File: src/rtl/pair_pkg.sv
package pair_pkg;
  typedef enum logic [1:0] {
    CLS_INT  = 2'd0,
    CLS_LOAD = 2'd1,
    CLS_FP   = 2'd2,
    CLS_CTRL = 2'd3
  } cls_e;
endpackage

File: src/rtl/src_hit.sv
// Flags a match between any enabled source operand and one candidate register.
module src_hit #(
  parameter int REG_W = 6,
  parameter int NSRC  = 2
) (
  input  logic [NSRC-1:0]       rd_en,
  input  logic [NSRC*REG_W-1:0] src,
  input  logic                  cand_valid,
  input  logic [REG_W-1:0]      cand_reg,
  output logic                  hit
);
  logic [NSRC-1:0] per_src;

  for (genvar k = 0; k < NSRC; k++) begin : g_cmp
    assign per_src[k] = rd_en[k] && (src[k*REG_W +: REG_W] == cand_reg);
  end

  assign hit = cand_valid && (|per_src);
endmodule

File: src/rtl/load_shadow.sv
// Remembers the destination of a load issued in the previous cycle only.
module load_shadow #(
  parameter int REG_W = 6
) (
  input  logic             clk,
  input  logic             rst_n,
  input  logic             flush,
  input  logic             ld_issue,
  input  logic [REG_W-1:0] ld_dst,
  output logic             sh_valid,
  output logic [REG_W-1:0] sh_dst
);
  always_ff @(posedge clk or negedge rst_n) begin
    if (!rst_n) begin
      sh_valid <= 1'b0;
      sh_dst   <= '0;
    end else if (flush) begin
      sh_valid <= 1'b0;
      sh_dst   <= '0;
    end else begin
      sh_valid <= ld_issue;
      sh_dst   <= ld_dst;
    end
  end

  assert_flush_clears_R1: assert property (@(posedge clk) disable iff (!rst_n)
    flush |=> !sh_valid);

  assert_shadow_one_cycle_R7: assert property (@(posedge clk) disable iff (!rst_n)
    !ld_issue |=> !sh_valid);
endmodule

File: src/rtl/pair_rules.sv
// Slot, class and hazard gating for the two issue slots.
module pair_rules
  import pair_pkg::*;
(
  input  logic       clk,
  input  logic       rst_n,
  input  logic       flush,
  input  logic       ex_ready,
  input  logic       lft_valid,
  input  logic [1:0] lft_cls,
  input  logic       lft_shadow_hit,
  input  logic       rgt_valid,
  input  logic [1:0] rgt_cls,
  input  logic       rgt_shadow_hit,
  input  logic       rgt_pair_hit,
  output logic       issue_lft,
  output logic       issue_rgt
);
  logic lft_ok;
  logic class_pair_ok;

  assign lft_ok        = lft_valid && ex_ready && !flush && !lft_shadow_hit;
  assign class_pair_ok = (rgt_cls == CLS_FP) && (lft_cls != CLS_FP);

  always_comb begin
    issue_lft = lft_ok;
    issue_rgt = 1'b0;
    if (lft_ok && rgt_valid && class_pair_ok && !rgt_shadow_hit && !rgt_pair_hit)
      issue_rgt = 1'b1;
  end

  assert_right_needs_left_R3: assert property (@(posedge clk) disable iff (!rst_n)
    issue_rgt |-> issue_lft);

  assert_right_fp_only_R4: assert property (@(posedge clk) disable iff (!rst_n)
    issue_rgt |-> (rgt_cls == CLS_FP && lft_cls != CLS_FP));

  assert_backpressure_R9: assert property (@(posedge clk) disable iff (!rst_n)
    !ex_ready |-> (!issue_lft && !issue_rgt));
endmodule

File: src/rtl/dual_issue_pair.sv
module dual_issue_pair
  import pair_pkg::*;
#(
  parameter int REG_W = 6,
  parameter int NSRC  = 2
) (
  input  logic                  clk,
  input  logic                  rst_n,
  input  logic                  flush,
  input  logic                  ex_ready,
  input  logic                  lft_valid,
  input  logic [1:0]            lft_cls,
  input  logic                  lft_wr,
  input  logic [REG_W-1:0]      lft_dst,
  input  logic [NSRC-1:0]       lft_rd_en,
  input  logic [NSRC*REG_W-1:0] lft_src,
  input  logic                  rgt_valid,
  input  logic [1:0]            rgt_cls,
  input  logic [NSRC-1:0]       rgt_rd_en,
  input  logic [NSRC*REG_W-1:0] rgt_src,
  output logic                  issue_lft,
  output logic                  issue_rgt,
  output logic                  fetch_hold,
  output logic                  fetch_step2
);
  logic             sh_valid;
  logic [REG_W-1:0] sh_dst;
  logic             lft_is_load;
  logic             ld_issue;
  logic             lft_shadow_hit;
  logic             rgt_shadow_hit;
  logic             rgt_pair_hit;

  assign lft_is_load = (lft_cls == CLS_LOAD) && lft_wr;
  assign ld_issue    = issue_lft && lft_is_load;

  src_hit #(.REG_W(REG_W), .NSRC(NSRC)) i_lft_vs_shadow (
    .rd_en(lft_rd_en), .src(lft_src), .cand_valid(sh_valid), .cand_reg(sh_dst),
    .hit(lft_shadow_hit));

  src_hit #(.REG_W(REG_W), .NSRC(NSRC)) i_rgt_vs_shadow (
    .rd_en(rgt_rd_en), .src(rgt_src), .cand_valid(sh_valid), .cand_reg(sh_dst),
    .hit(rgt_shadow_hit));

  src_hit #(.REG_W(REG_W), .NSRC(NSRC)) i_rgt_vs_lft (
    .rd_en(rgt_rd_en), .src(rgt_src), .cand_valid(lft_is_load), .cand_reg(lft_dst),
    .hit(rgt_pair_hit));

  load_shadow #(.REG_W(REG_W)) i_shadow (
    .clk(clk), .rst_n(rst_n), .flush(flush), .ld_issue(ld_issue), .ld_dst(lft_dst),
    .sh_valid(sh_valid), .sh_dst(sh_dst));

  pair_rules i_rules (
    .clk(clk), .rst_n(rst_n), .flush(flush), .ex_ready(ex_ready),
    .lft_valid(lft_valid), .lft_cls(lft_cls), .lft_shadow_hit(lft_shadow_hit),
    .rgt_valid(rgt_valid), .rgt_cls(rgt_cls), .rgt_shadow_hit(rgt_shadow_hit),
    .rgt_pair_hit(rgt_pair_hit), .issue_lft(issue_lft), .issue_rgt(issue_rgt));

  assign fetch_hold  = !issue_lft;
  assign fetch_step2 = issue_rgt;

  // One-cycle qualifier so $past never reaches back into reset.
  logic past_ok;
  always_ff @(posedge clk or negedge rst_n) begin
    if (!rst_n) past_ok <= 1'b0;
    else        past_ok <= 1'b1;
  end

  assert_flush_quiet_R1: assert property (@(posedge clk) disable iff (!rst_n)
    flush |-> !issue_lft);

  assert_load_use_stall_R2: assert property (@(posedge clk) disable iff (!rst_n || !past_ok)
    ($past(issue_lft && lft_cls == CLS_LOAD && lft_wr && !flush) && lft_rd_en[0] &&
     lft_src[REG_W-1:0] == $past(lft_dst)) |-> !issue_lft);

  assert_same_packet_load_R5: assert property (@(posedge clk) disable iff (!rst_n)
    (lft_cls == CLS_LOAD && lft_wr && rgt_rd_en[0] &&
     rgt_src[REG_W-1:0] == lft_dst) |-> !issue_rgt);

  assert_step_hold_R8: assert property (@(posedge clk) disable iff (!rst_n)
    fetch_step2 |-> !fetch_hold);
endmodule

File: config.mk
export PLATFORM = sky130hd
export DESIGN_NAME = dual_issue_pair
export DESIGN_NICKNAME = d
export VERILOG_FILES = /design/src/rtl/pair_pkg.sv /design/src/rtl/src_hit.sv /design/src/rtl/load_shadow.sv /design/src/rtl/pair_rules.sv /design/src/rtl/dual_issue_pair.sv
export SDC_FILE = /design/constraint.sdc
export NUM_CORES = 1
export LEC_CHECK = 0
export CAP_MARGIN = 15
export CORE_AREA = 4 4 41 43
export CTS_BUF_LIST = sky130_fd_sc_hd__clkbuf_8
export CTS_CLUSTER_SIZE = 10
export DETAILED_ROUTE_END_ITERATION = 6
export DIE_AREA = 0 0 45 47
export DONT_BUFFER_PORTS = 1
export PLACE_DENSITY_LB_ADDON = 0.25
export SYNTH_ARGS = -nofsm -noshare
export SYNTH_HDL_FRONTEND = slang
export SYNTH_HIERARCHICAL = 1
export SYNTH_SLANG_ARGS = --single-unit
File: constraint.sdc
create_clock -name clk -period 1.57 [get_ports clk]
set_clock_uncertainty 0.1 [all_clocks]
set_input_delay 0.0785 -clock clk [delete_from_list [all_inputs] [get_ports clk]]
set_output_delay 0.0785 -clock clk [all_outputs]
set_load 0.01 [all_outputs]
==> results of run 1 <==
[layout make-up]
cell class | instances | area share [%]
repair buffers | 11 | 11.5
clock inverters | 1 | 0.405
well taps | 15 | 2.02
flip-flops and latches | 7 | 19.4
inverters | 3 | 1.48
clock buffers | 3 | 4.45
multi-input cells | 64 | 60.7
[Yosys cell counts, drive strengths merged]
cell type   n  share of area (%)
nand4bb     1                1.6
nor2b       7                6.2
xnor2      18                 22
a2111oi     1                2.1
and4b       1                1.4
nor4        6                5.3
or3b        1                1.2
dfrtp       7                 25
and3b       1                1.4
o21a        3                3.2
xor2       18                 22
inv         3                1.6
nand2b      1               0.88
nand4       6                5.3
buf         1                1.1
[placed cells by master (no fill, tap or decap), types with 2 or more instances in the layout]
cell type / count
buf_4: 2
clkbuf_8: 3
dfrtp_1: 3
dfrtp_2: 4
dlygate4sd3_1: 8
inv_1: 2
nand4_1: 6
nor2b_1: 7
nor4_1: 5
o21a_1: 3
xnor2_1: 17
xor2_1: 18
[worst max-delay path by stage]
stage	to	slack, ps
after global placement	fetch_step2	-290
final	fetch_step2	-510
after global routing	issue_rgt	-560
after floorplan	issue_rgt	-310
after detailed placement	fetch_step2	-320
after CTS	fetch_step2	-510
[critical path: cells and delay by family (launching register included)]
kind                   cells  cell delay (ps)
AO/OA/AOI/OAI              2              350
flip-flops                 1              450
AND/OR/NAND/NOR            3              530
XOR/XNOR                   1              150
buffers and inverters      1              190
[per-layer routing]
| layer | vias to the layer above | GRT usage, % | wire, um |
|---|---|---|---|
| met4 | 0 | 13.5 | 68 |
| li1 | 288 | - | - |
| met2 | 40 | 37.9 | 1110 |
| met1 | 281 | 21.7 | 719 |
| met3 | 9 | 6.90 | 210 |
| met5 | - | 0 | 0 |
[per-stage QoR]
step,setup TNS (ps),hold WS (ps)
after floorplan,-560,-317
after global placement,-923,-317
after detailed placement,-1100,-317
after CTS,-1850,69.8
after global routing,-2480,84.8
final,-2050,70.9
[cells by family (layout without fill, tap and decap cells)]
family                 after synthesis  in the layout  share of synthesized area [%]
flip-flops                           7              7                           24.6
buffers and inverters                4             18                           2.64
XOR/XNOR                            36             36                           44.3
AND/OR/NAND/NOR                     24             24                           23.2
AO/OA/AOI/OAI                        4              4                           5.27
[flip-flops by register name (all words and copies together) (netlist names)]
name / cells
i_shadow/sh_dst: 6
i_shadow/sh_valid: 1
[where the power goes]
part / internal, uW / switching [uW]
Clock: 169 / 82.5
Sequential: 190 / 16.7
Combinational: 83.9 / 51.1
Total: 444 / 150
[timing repair]
item,CTS,global route
buffers inserted,0,1
endpoints found under the setup margin,5,5
pin swaps,6,0
gates resized for setup,7,2
hold endpoints to repair,14,0
cloned,0,0
hold buffers,8,0
==> results_dict.tcl, run 1 <==
set metrics [dict create \
    r2r_start "i_shadow/sh_dst[1]$_DFF_PN0_" \
    syn2layout_area_growth_pct 30.2 \
    netlist-cell-type-count 15 \
    end_kind "primary output" \
    place_hpwl_um 1590 \
    grt_overflow 0 \
    ff2ff_path_depth 8 \
    diodes 0 \
    dp_cells 91 \
    clockRootBuffer "clkbuf_8" \
    drive_above_1_share_pct 20.2 \
    design_area_um2 927 \
    synth_nets 120 \
    vias 618 \
    worstMarginPinSlew_ps 354 \
    clock_path_buffers 2 \
    p_total_uw 594 \
    routed_via_density 5.94 \
    finish.utilization_pct 71.3 \
    outcome "complete, but fails checks" \
    route.final.wire_length_um 2110 \
    start_util_pct 54.7 \
    maxCapViolations 0 \
    ir_drop_uv 777 \
    finalHoldViolations 0 \
    critPathKind "reg -> out" \
    min_period_ps 2080 \
    synth-seq-cells 7 \
    grt_max_degree 8 \
    drc 0 \
    track_usage_pct 21.4 \
    final-max-slew-violation-count 0 \
    timing.fmax_mhz 481 \
    syn_inst 75 \
    fin_cells 104 \
    clk_pin_slew_worst_paths_ps 40 \
    crit_arrival_ps 1900 \
    drtIter0Drc 6 \
    final.fill_count 111 \
    grt_pass1_wl_um 3070 \
    core-area_mm2 0.00130 \
    rsz0062_at_grt "true" \
    nNetsFinal 135 \
    die_w_um 45 \
    powerDensity_mw_per_mm2 641 \
    slew-limit-headroom_pct 76.3 \
    yosysSeqAreaShare_pct 24.6 \
    avgRoutedWirePerCell_um 20.3 \
    r2r_end "i_shadow/sh_valid$_DFF_PN0_" \
    finalCritPeriodShare_pct 132 \
    hold_depth 2 \
    slowest_stage "dfrtp_2" \
    worst_ep_required_time_ps 1390 \
    crit_chain "xnor2_1, nand4_1, nor4_1, o21a_1, or3b_4, a2111oi_4, buf_4" \
    multi_input_area_um2 563 \
    grt_pass1_vias 695 \
    setup_viol 5 \
    grt_antenna_before_repair 0 \
    firstDrtPassIters 4 \
    min_to "i_shadow/sh_valid$_DFF_PN0_" \
    dieArea_mm2 0.00212 \
    path_max_fanout 4 \
    place_ws_ps -322 \
    critical-path-max-stage-delay_ps 450 \
    hp-start "lft_cls[0]" \
    start_kind "flip-flop" \
    power_leakage_uw 0.000357 \
    seq_area_um2 180 \
    gp_congestion 0.818 \
    fp.dieH_um 47 \
    setup_ws_ps -509 \
    antenna_left 0 \
    place_area_um2 769 \
    worstSkewPairLatency_ps 230 \
    io_buffers 0 \
    violations "negative setup slack" \
    syn_area_um2 712 \
    cts_sinks 7 \
    hold_class "in -> reg" \
    syn-mean-instance-area_um2 9.49 \
    ff2ff_setup_slack_ps -310 \
    ios 49 \
    cts_buffers 3 \
    cp-startpoint "i_shadow/sh_dst[0]$_DFF_PN0_" \
    fp-row-count 13 \
    yosys_warnings 6 \
    htreeDepth 1 \
    cts_tree "built" \
]
Note: power is estimated with default switching activity, not from simulation.
==> inputs of run 2 (changes only) <==
--- a/config.mk
+++ b/config.mk
@@ -5,12 +5,14 @@
 export SDC_FILE = /design/constraint.sdc
 export NUM_CORES = 1
 export LEC_CHECK = 0
+export ABC_AREA = 1
 export CAP_MARGIN = 15
-export CORE_AREA = 4 4 41 43
+export CORE_ASPECT_RATIO = 0.8
+export CORE_MARGIN = 4
+export CORE_UTILIZATION = 59
 export CTS_BUF_LIST = sky130_fd_sc_hd__clkbuf_8
 export CTS_CLUSTER_SIZE = 10
 export DETAILED_ROUTE_END_ITERATION = 6
-export DIE_AREA = 0 0 45 47
 export DONT_BUFFER_PORTS = 1
 export PLACE_DENSITY_LB_ADDON = 0.25
 export SYNTH_ARGS = -nofsm -noshare
==> run 2 against run 1 <==
The run still ends with negative setup slack left. Sequential share of layout area decreased by 6.5 points. Final area increased by 47%. Non-clock buffer count rose by 8. Die area is 20% higher. Synthesized area increased by 48%. Wire length up 47%. First-iteration DRC count rose to 6.0 times the previous value. Power rose by 14%. Largest cell class unchanged.
==> results_dict.tcl, run 2 <==
set metrics [dict create \
    reg.largest.list "i_shadow/sh_dst: 6 flops, i_shadow/sh_valid: 1 flops" \
    gp_congestion 0.853 \
    mostFrequentLayoutCell "nand2_1" \
    worst-path-buf-inv 3 \
    routed_via_density 4.74 \
    finalCritPeriodShare_pct 123 \
    avgRoutedWirePerCell_um 11.5 \
    fin_cells 270 \
    firstDrtPassIters 4 \
    route.final.wire_length_um 3100 \
    place_hpwl_um 2210 \
    syn2layout_area_growth_pct 29.3 \
    crit_chain "buf_6, inv_4, nand2_1, nand2_1, nor2_2, nand2_1, nor2_1, nor2_1, nor2_1, inv_1, nand2_1, nor2_1, nand2_1, nor2_4" \
    timing.fmax_mhz 518 \
    slew-limit-headroom_pct 75.1 \
    path_max_fanout 4 \
    path_depth 14 \
    yosysSeqAreaShare_pct 16.6 \
    crit_arrival_ps 1750 \
    dp_cells 255 \
    critical-path-max-stage-delay_ps 420 \
    syn-mean-instance-area_um2 4.67 \
    clk_pin_slew_worst_paths_ps 40 \
    p_total_uw 679 \
    synthTopCellsByArea "nand2_1, inv_1, dfrtp_1, nor2_1, nor2_2" \
    drive_above_1_share_pct 19.4 \
    critPathKind "reg -> out" \
    io_buffers 0 \
    worst_ep_required_time_ps 1390 \
    fp.dieH_um 45.8 \
    yosysMostFrequentCell "nand2_1" \
    powerDensity_mw_per_mm2 498 \
    ff2ff_setup_slack_ps -280 \
    track_usage_pct 26.0 \
    antenna_left 0 \
    vias 1280 \
    grt_overflow 0 \
    violations "negative setup slack" \
    synth-seq-cells 7 \
    clock_path_buffers 2 \
    grt_pass1_wl_um 5120 \
    outcome "complete, but fails checks" \
    synthArstFlopShare_pct 100 \
    synth-edff-count 0 \
    hold_class "in -> async" \
    yosys_warnings 6 \
    ios 49 \
    tns_ps -1570 \
    rsz0062_at_grt "true" \
    min_period_ps 1930 \
    crit_end "issue_rgt" \
    cts_buffers 3 \
    die_w_um 55.3 \
    setup_viol 5 \
    synth_nets 271 \
    finalHoldViolations 0 \
    end_kind "primary output" \
    cts_tree "built" \
    nNetsFinal 294 \
    grt_max_degree 8 \
    netlist-cell-type-count 13 \
    cp-startpoint "i_shadow/sh_dst[2]$_DFF_PN0_" \
    synth_common_cells "nand2_1, inv_1, nor2_1" \
    maxCapViolations 0 \
    start_util_pct 63.6 \
    ys.flop_type "dfrtp_1" \
    synth.top_cell.area_share_pct 33.1 \
    core-area_mm2 0.00166 \
    holdWs_ps 100 \
    diodes 0 \
    cp_common_cell "nand2_1" \
    cts_sinks 7 \
    r2r_start "i_shadow/sh_dst[2]$_DFF_PN0_" \
    final-max-slew-violation-count 0 \
    clockRootBuffer "clkbuf_8" \
    worstSkewPairLatency_ps 230 \
    top_register "i_shadow/sh_dst" \
    fp-row-count 13 \
    design_area_mm2 0.00136 \
    drtIter0Drc 36 \
    htreeDepth 1 \
    syn_area_mm2 0.00105 \
    cp_top_family "simple AND/OR/NAND/NOR gates" \
    slowest_stage "dfrtp_1" \
    r2r_end "i_shadow/sh_valid$_DFF_PN0_" \
    syn_inst 226 \
    dieArea_mm2 0.00253 \
    yosys.area.top_type "nand2_1" \
    power_leakage_uw 0.000843 \
    most-common-layout-cells "nand2_1, inv_1, nor2_1, inv_2" \
    grt_pass1_vias 1292 \
    largest_reg_flops 6 \
    worstMarginPinSlew_ps 372 \
    place_area_mm2 0.00113 \
    grt_antenna_before_repair 0 \
    ir_drop_uv 765 \
    ff2ff_path_depth 16 \
    start_kind "flip-flop" \
    setup_ws_ps -362 \
    drc 0 \
]
run 2: cell count changes after synthesis, sizes merged, moves of 5 or more:
cell / before / now
xor2: 18 / 0
nor2b: 7 / 0
nand2: 0 / 93
xnor2: 18 / 3
nor4: 6 / 0
inv: 3 / 64
nor2: 0 / 46
nand3: 0 / 5
nand4: 6 / 0
run 2: worst reg2reg max path, stage by stage, from the launching register on:
cell and delay, ps:
dfrtp_1 420, inv_2 80, nand2_1 50, nand2_1 60, nor2_2 40, nand2_1 90
nor2_2 40, nor2_2 120, nor2_2 50, nor2_2 120, nand3_2 130, inv_2 100
inv_2 50, buf_6 110, nor2_4 60, inv_1 50, nor2_1 90
run 2: routing by layer:
layer	global-route usage (%)	vias up	wire length, um
met5	0	-	0
met4	9.22	0	47
met3	9.63	6	286
met2	50.0	56	1570
met1	26.5	543	1190
li1	-	675	-
run 2: layout make-up:
type,count,area (um^2)
tap,22,27.5
inverter,65,251
clock inverter,1,3.75
fill,127,295
sequential,7,176
timing repair buffer,19,194
clock buffer,3,41.3
multi-input combinational,153,669
run 2: logic make-up after synthesis:
kind of cell | Yosys count | synth area share, %
simple gates | 144 | 54.2
buf+inv | 66 | 23.8
xor+xnor | 3 | 2.49
compound gates | 6 | 2.85
flops | 7 | 16.6
run 2: how the worst min path moves through the flow:
| stage | to | cells after the start |
|---|---|---|
| 5_1_grt | i_shadow/sh_valid$_DFF_PN0_ | 1 |
| 6_report | i_shadow/sh_valid$_DFF_PN0_ | 1 |
| 3_5_place_dp | i_shadow/sh_dst[3]$_DFF_PN0_ | 0 |
| 4_1_cts | i_shadow/sh_dst[3]$_DFF_PN0_ | 1 |
| 3_3_place_gp | i_shadow/sh_valid$_DFF_PN0_ | 0 |
| 2_1_floorplan | i_shadow/sh_dst[0]$_DFF_PN0_ | 0 |
run 2: power by group:
| group | internal (uW) | switching [uW] |
|---|---|---|
| Combinational | 106 | 124 |
| Clock | 169 | 80.5 |
| Sequential | 190 | 10.4 |
| Total | 465 | 215 |
run 2: through the flow:
stage	util, %	setup WS (ps)
4_1_cts	79.8	-286
5_1_grt	82.2	-502
3_3_place_gp	68.4	-40.6
6_report	82.2	-362
3_5_place_dp	68.4	-121
2_1_floorplan	-	20.0
run 2: timing repair:
item                                    4_1_cts  5_1_grt
hold buffers                                 10        0
gates resized for setup                      11       18
endpoints found under the hold margin        14        0
endpoints found under the setup margin        5        5
cloned                                        0        0
setup buffers                                 1        0
pin swaps                                    11        6
